===== src/rtl/rrarb_pkg.sv =====
package rrarb_pkg;
  localparam int unsigned PORT_IDX_MAX = 4;

  // control -> datapath strobes
  typedef struct packed {
    logic                    take;  // grant accepted this cycle
    logic                    idle;  // nothing offered: age history
    logic [PORT_IDX_MAX-1:0] port;  // granted port
  } arb_strobe_t;
endpackage


===== src/rtl/rrarb_datapath.sv =====
module rrarb_datapath import rrarb_pkg::*; #(
  parameter int NUM_PORTS  = 4,
  parameter int NUM_BANKS  = 8,
  parameter int ADDR_W     = 16,
  parameter int FIFO_DEPTH = 4,
  parameter int HIST_LEN   = 3,
  localparam int BANK_W = $clog2(NUM_BANKS),
  localparam int PORT_W = $clog2(NUM_PORTS)
) (
  input  logic                               clk,
  input  logic                               rst,
  input  logic [NUM_PORTS-1:0]               inPush,
  input  logic [NUM_PORTS*BANK_W-1:0]        inBank,
  input  logic [NUM_PORTS*ADDR_W-1:0]        inAddr,
  output logic [NUM_PORTS-1:0]               inFull,
  input  arb_strobe_t                        strobe,
  output logic [NUM_PORTS-1:0]               headValid,
  output logic [NUM_PORTS-1:0][BANK_W-1:0]   headBank,
  output logic [NUM_BANKS-1:0]               bankBusy,
  output logic [BANK_W-1:0]                  outBank,
  output logic [ADDR_W-1:0]                  outAddr
);
  localparam int PTR_W   = $clog2(FIFO_DEPTH);
  localparam int CNT_W   = $clog2(FIFO_DEPTH + 1);
  localparam int ENTRY_W = BANK_W + ADDR_W;

  logic [NUM_PORTS-1:0][ADDR_W-1:0] headAddr;
  logic [PORT_W-1:0] selPort;
  assign selPort = strobe.port[PORT_W-1:0];

  // per-port request FIFOs
  for (genvar p = 0; p < NUM_PORTS; p++) begin : g_fifo
    logic [ENTRY_W-1:0] mem [FIFO_DEPTH];
    logic [PTR_W-1:0]   rdPtr, wrPtr;
    logic [CNT_W-1:0]   count;
    logic               doPush, doPop;

    assign inFull[p]    = (count == CNT_W'(FIFO_DEPTH));
    assign headValid[p] = (count != '0);
    assign doPush       = inPush[p] && !inFull[p];
    assign doPop        = strobe.take && (selPort == PORT_W'(p));
    assign {headBank[p], headAddr[p]} = mem[rdPtr];

    always_ff @(posedge clk) begin
      if (doPush) mem[wrPtr] <= {inBank[p*BANK_W +: BANK_W], inAddr[p*ADDR_W +: ADDR_W]};
    end

    always_ff @(posedge clk) begin
      if (rst) begin
        rdPtr <= '0;
        wrPtr <= '0;
        count <= '0;
      end else begin
        if (doPush) wrPtr <= (wrPtr == PTR_W'(FIFO_DEPTH - 1)) ? '0 : wrPtr + 1'b1;
        if (doPop)  rdPtr <= (rdPtr == PTR_W'(FIFO_DEPTH - 1)) ? '0 : rdPtr + 1'b1;
        count <= count + CNT_W'(doPush) - CNT_W'(doPop);
      end
    end
  end

  assign outBank = headBank[selPort];
  assign outAddr = headAddr[selPort];

  // recent-issue history: shifts on an accepted grant or an idle slot
  logic [BANK_W-1:0]   histBank [HIST_LEN];
  logic [HIST_LEN-1:0] histVld;
  logic                histShift;
  assign histShift = strobe.take || strobe.idle;

  always_ff @(posedge clk) begin
    if (rst) histVld <= '0;
    else if (histShift) histVld <= {histVld[HIST_LEN-2:0], strobe.take};
  end

  always_ff @(posedge clk) begin
    if (histShift) begin
      histBank[0] <= outBank;
      for (int i = 1; i < HIST_LEN; i++) histBank[i] <= histBank[i-1];
    end
  end

  always_comb begin
    bankBusy = '0;
    for (int i = 0; i < HIST_LEN; i++)
      if (histVld[i]) bankBusy[histBank[i]] = 1'b1;
  end
endmodule


===== src/rtl/rrarb_control.sv =====
module rrarb_control import rrarb_pkg::*; #(
  parameter int NUM_PORTS    = 4,
  parameter int NUM_BANKS    = 8,
  parameter int STARVE_LIMIT = 4,
  localparam int BANK_W = $clog2(NUM_BANKS),
  localparam int PORT_W = $clog2(NUM_PORTS)
) (
  input  logic                             clk,
  input  logic                             rst,
  input  logic [NUM_PORTS-1:0]             headValid,
  input  logic [NUM_PORTS-1:0][BANK_W-1:0] headBank,
  input  logic [NUM_BANKS-1:0]             bankBusy,
  input  logic                             outReady,
  output logic                             outValid,
  output logic [PORT_W-1:0]                outPort,
  output arb_strobe_t                      strobe
);
  localparam int SCNT_W = $clog2(STARVE_LIMIT + 1);

  logic [PORT_W-1:0]    rrPtr, lockPort, pickPort, grantPort;
  logic                 lockVld, take;
  logic [NUM_PORTS-1:0] eligible, urgent;
  logic [SCNT_W-1:0]    starveCnt [NUM_PORTS];

  function automatic logic [PORT_W-1:0] rrPick(input logic [NUM_PORTS-1:0] req,
                                               input logic [PORT_W-1:0] start);
    logic found;
    int   idx;
    rrPick = start;
    found  = 1'b0;
    for (int k = 0; k < NUM_PORTS; k++) begin
      idx = (int'(start) + k) % NUM_PORTS;
      if (!found && req[idx]) begin
        rrPick = PORT_W'(idx);
        found  = 1'b1;
      end
    end
  endfunction

  always_comb begin
    for (int p = 0; p < NUM_PORTS; p++) begin
      eligible[p] = headValid[p] && !bankBusy[headBank[p]];
      urgent[p]   = eligible[p] && (starveCnt[p] >= SCNT_W'(STARVE_LIMIT));
    end
    pickPort  = (|urgent) ? rrPick(urgent, rrPtr) : rrPick(eligible, rrPtr);
    grantPort = lockVld ? lockPort : pickPort;
  end

  assign outValid     = lockVld || (|eligible);
  assign outPort      = grantPort;
  assign take         = outValid && outReady;
  assign strobe.take  = take;
  assign strobe.idle  = !outValid;
  assign strobe.port  = PORT_IDX_MAX'(grantPort);

  always_ff @(posedge clk) begin
    if (rst) begin
      rrPtr    <= '0;
      lockVld  <= 1'b0;
      lockPort <= '0;
    end else if (take) begin
      rrPtr   <= (grantPort == PORT_W'(NUM_PORTS - 1)) ? '0 : grantPort + 1'b1;
      lockVld <= 1'b0;
    end else if (outValid) begin
      lockVld  <= 1'b1;
      lockPort <= grantPort;
    end
  end

  always_ff @(posedge clk) begin
    for (int p = 0; p < NUM_PORTS; p++) begin
      if (rst) starveCnt[p] <= '0;
      else if (take) begin
        if (grantPort == PORT_W'(p)) starveCnt[p] <= '0;
        else if (headValid[p] && starveCnt[p] < SCNT_W'(STARVE_LIMIT))
          starveCnt[p] <= starveCnt[p] + 1'b1;
      end
    end
  end
endmodule


===== src/rtl/bank_rr_arbiter.sv =====
module bank_rr_arbiter import rrarb_pkg::*; #(
  parameter int NUM_PORTS    = 4,
  parameter int NUM_BANKS    = 8,
  parameter int ADDR_W       = 16,
  parameter int FIFO_DEPTH   = 4,
  parameter int HIST_LEN     = 3,
  parameter int STARVE_LIMIT = 4,
  localparam int BANK_W = $clog2(NUM_BANKS),
  localparam int PORT_W = $clog2(NUM_PORTS)
) (
  input  logic                        clk,
  input  logic                        rst,
  input  logic [NUM_PORTS-1:0]        inPush,
  input  logic [NUM_PORTS*BANK_W-1:0] inBank,
  input  logic [NUM_PORTS*ADDR_W-1:0] inAddr,
  output logic [NUM_PORTS-1:0]        inFull,
  output logic                        outValid,
  input  logic                        outReady,
  output logic [PORT_W-1:0]           outPort,
  output logic [BANK_W-1:0]           outBank,
  output logic [ADDR_W-1:0]           outAddr
);
  arb_strobe_t                      strobe;
  logic [NUM_PORTS-1:0]             headValid;
  logic [NUM_PORTS-1:0][BANK_W-1:0] headBank;
  logic [NUM_BANKS-1:0]             bankBusy;

  rrarb_datapath #(
    .NUM_PORTS(NUM_PORTS), .NUM_BANKS(NUM_BANKS), .ADDR_W(ADDR_W),
    .FIFO_DEPTH(FIFO_DEPTH), .HIST_LEN(HIST_LEN)
  ) u_dp (
    .clk(clk), .rst(rst), .inPush(inPush), .inBank(inBank), .inAddr(inAddr),
    .inFull(inFull), .strobe(strobe), .headValid(headValid), .headBank(headBank),
    .bankBusy(bankBusy), .outBank(outBank), .outAddr(outAddr)
  );

  rrarb_control #(
    .NUM_PORTS(NUM_PORTS), .NUM_BANKS(NUM_BANKS), .STARVE_LIMIT(STARVE_LIMIT)
  ) u_ctl (
    .clk(clk), .rst(rst), .headValid(headValid), .headBank(headBank),
    .bankBusy(bankBusy), .outReady(outReady), .outValid(outValid),
    .outPort(outPort), .strobe(strobe)
  );
endmodule


===== config.mk =====
export PLATFORM = sky130hd
export DESIGN_NAME = bank_rr_arbiter
export DESIGN_NICKNAME = d
export VERILOG_FILES = /design/src/rtl/rrarb_pkg.sv /design/src/rtl/rrarb_datapath.sv /design/src/rtl/rrarb_control.sv /design/src/rtl/bank_rr_arbiter.sv
export SDC_FILE = /design/constraint.sdc
export NUM_CORES = 1
export LEC_CHECK = 0
export ABC_CLOCK_PERIOD_IN_PS = 6800
export CAP_MARGIN = 20
export CORE_ASPECT_RATIO = 0.9
export CORE_MARGIN = 4
export CORE_UTILIZATION = 55
export DETAILED_ROUTE_END_ITERATION = 7
export PLACE_DENSITY_LB_ADDON = 0.08
export SYNTH_ARGS = -nofsm -noshare
export SYNTH_HDL_FRONTEND = slang
export SYNTH_HIERARCHICAL = 1
export SYNTH_SLANG_ARGS = --single-unit

===== constraint.sdc =====
create_clock -name clk -period 6.8 [get_ports clk]
set_clock_uncertainty 0.1 [all_clocks]
set_input_delay 1.7 -clock clk [delete_from_list [all_inputs] [get_ports clk]]
set_output_delay 1.7 -clock clk [all_outputs]
set_load 0.005 [all_outputs]

==> out/results.tsv <==
stage	metric	value	unit
clocking	worstSkewPairLatency	0.52	ns
power	ir_drop	0.000247	V
clocking	cts_made_buffers	38	
sta	finalCritPeriodShare	101	%
hold_path	hold_path.class	flop to flop	
clocking	cts_sinks	369	
sta	fin_crit	6.84	ns
floorplanning	initial_core_util	56.1	%
floorplanning	rows	58	
sta	finalWorstSetupSlack	-0.0365	ns
final_layout	nNetsFinal	1200	
sta	final-setup-viol-count	1	
clocking	tritoncts	done	
floorplanning	die-area	0.0315	sq mm
final_layout	syn_to_final_growth	20.1	%
final_layout	layout_common_cells	edfxtp_1 (325), clkdlybuf4s50_1 (97), mux4_1 (44), inv_1 (44), dfxtp_1 (41)	
grt	overflow	0	
floorplanning	die_x	187	microns
sta	finalHoldViolCount	0	
power	p_sw	2680	uW
placed_design	io_buffers	108	
grt	antenna_found_initial	0	
routing	dr.first_iter.drc_count	633	
floorplanning	die_h	169	microns
power	p_seq_share	35.8	%
synthesis	synth_area_per_cell	17.2	sq um
power	clkPwrFrac	25.4	%
routing	drc	0	
routing	num_vias	8916	
synthesis	syn_area	0.0158	sq mm
run_status	violations	setup timing	
routing	antenna_left	0	
sta	fin_tns_setup	-0.0365	ns
synthesis	ys_warn_count	6	
final_layout	fillers	1901	
setup_path	crit_slowest_cell	mux4_2	
sta	slew_headroom	26.9	%
setup_path	crit_type	flop to output pin	
power	intPower	5640	uW
setup_path	crit_path_end_kind	output pin	
floorplanning	core_area	0.0282	sq mm
setup_path	cpPeakStageDelay	0.62	ns
synthesis	synthesis.nets	1042	
run_status	status	finished, violations left	
placed_design	dp_slack	0.0597	ns
sta	rsz0062_at_grt	true	
setup_path	cp.arrival	5.04	ns
sta	max_freq	146	MHz
setup_path	worst-r2r-setup-slack	1.39	ns
sta	maxSlewViolCount	0	
placed_design	post-dp-hpwl	22.6	mm
clocking	htreeDepth	2	
sta	tightest_slew	1.10	ns
power	combPwrFrac	38.8	%
grt	grt_pass1_vias	8859	
setup_path	required	5.00	ns
clocking	cts.path.max_buffers	3	
grt	grt_pass1_wl	51.3	mm
grt	grt_use_total	21.0	%
setup_path	path_cells	mux4_2, mux2_2, mux4_2, o2111ai_2, o41ai_2, or4_4, a211oi_2, a211oi_2, a21boi_2, buf_4, nor2b_4, a22oi_1, nand2_1, clkdlybuf4s50_1	
clocking	root_buffer	clkbuf_16	
floorplanning	ioPinCount	109	
grt	grt_max_degree	42	
routing	wirelength	33.8	mm
placed_design	place.gp.congestion	0.881	
routing	via_per_inst	6.08	
run	maxCapViolations	0	
power	swShare	32.2	%
clocking	clk_pin_slew	0.06	ns
final_layout	layout_commonest_cell	edfxtp_1	
routing	routedWlPerCell	23.0	microns
power	leakage	0.00685	uW
clocking	hold_buffers	0	
synthesis	syn-instance-count	919	
power	power_density	438	mW/mm^2
setup_path	startpoint_type	flop	
final_layout	drive_above_1_share	18.2	%
routing	dr.pass1.iters	5	
setup_path	critPathMaxFanout	7	
-- path summary, 6_finish.rpt --
path	from	end	cells after the start
setup / recovery	u_dp/g_fifo[1].mem[2][18]	outAddr[1]	14
hold reg to reg	u_dp/g_fifo[3].rdPtr[0]	u_dp/g_fifo[3].rdPtr[0]	2
hold / removal	u_dp/g_fifo[3].rdPtr[0]	u_dp/g_fifo[3].rdPtr[0]	2
setup reg to reg	u_dp/g_fifo[1].mem[2][18]	u_dp/g_fifo[2].count[2]	21
-- power groups by stage --
stage	clock network (uW)	logic, uW	registers [uW]
6_report	2110	3230	2980
5_1_grt	2260	3490	3010
3_5_place_dp	0	2870	3010
3_3_place_gp	0	2850	3000
2_1_floorplan	0	1720	2950
4_1_cts	2160	3050	2980
-- per-layer routing --
metal	vias up	GRT usage (%)	part of all wire (%)
met4	0	4.63	1.5
met1	4544	31.4	45
met2	309	32.4	46
li1	4020	-	-
met5	-	0	0
met3	43	4.74	7.7
-- metrics by stage --
step | utilization, % | hold WS (ns) | area, sq um | std cells | power [uW]
floorplan | - | 0.363 | 15800 | 919 | 4670
global placement | 61.4 | 0.380 | 17300 | 1376 | 5850
detailed placement | 61.4 | 0.385 | 17300 | 1376 | 5890
CTS | 66.6 | 0.399 | 18800 | 1451 | 8190
global route | 67.4 | 0.429 | 19000 | 1465 | 8760
finish | 67.4 | 0.401 | 19000 | 1466 | 8320
-- flip-flops by register name (all words and copies together), names as in the netlist, named ones only --
register           count
u_ctl/lockPort         2
u_ctl/lockVld          1
u_ctl/rrPtr            2
u_ctl/starveCnt       12
u_dp/g_fifo.count     12
u_dp/g_fifo.mem      304
u_dp/g_fifo.rdPtr      8
u_dp/g_fifo.wrPtr      8
u_dp/histBank          9
u_dp/histVld           3
-- critical path, delay by kind of cell (launching register included) --
| family | cells | cell delay [ns] |
|---|---|---|
| DFF | 1 | 0.46 |
| buffers and inverters | 2 | 0.66 |
| AOI/OAI and AO/OA | 6 | 1.18 |
| and+or+nand+nor | 3 | 0.80 |
| muxes | 3 | 1.42 |
-- final cells by class --
class,instances,area [sq um],share of cell area (%)
antenna,1,2.50,0.0132
timing repair buffer,155,1510,7.98
inverter,44,165,0.871
sequential,369,10600,56.1
multi-input combinational,469,4920,25.9
tap,360,450,2.37
clock inverter,27,313,1.65
clock buffer,41,962,5.07
-- what timing repair did --
action | 4_1_cts | 5_1_grt
resized for setup | 40 | 30
pin swaps | 5 | 4
setup buffers | 5 | 10
endpoints found under the setup margin | 19 | 19
gates cloned | 2 | 3
(Power assumes the default switching activity.)
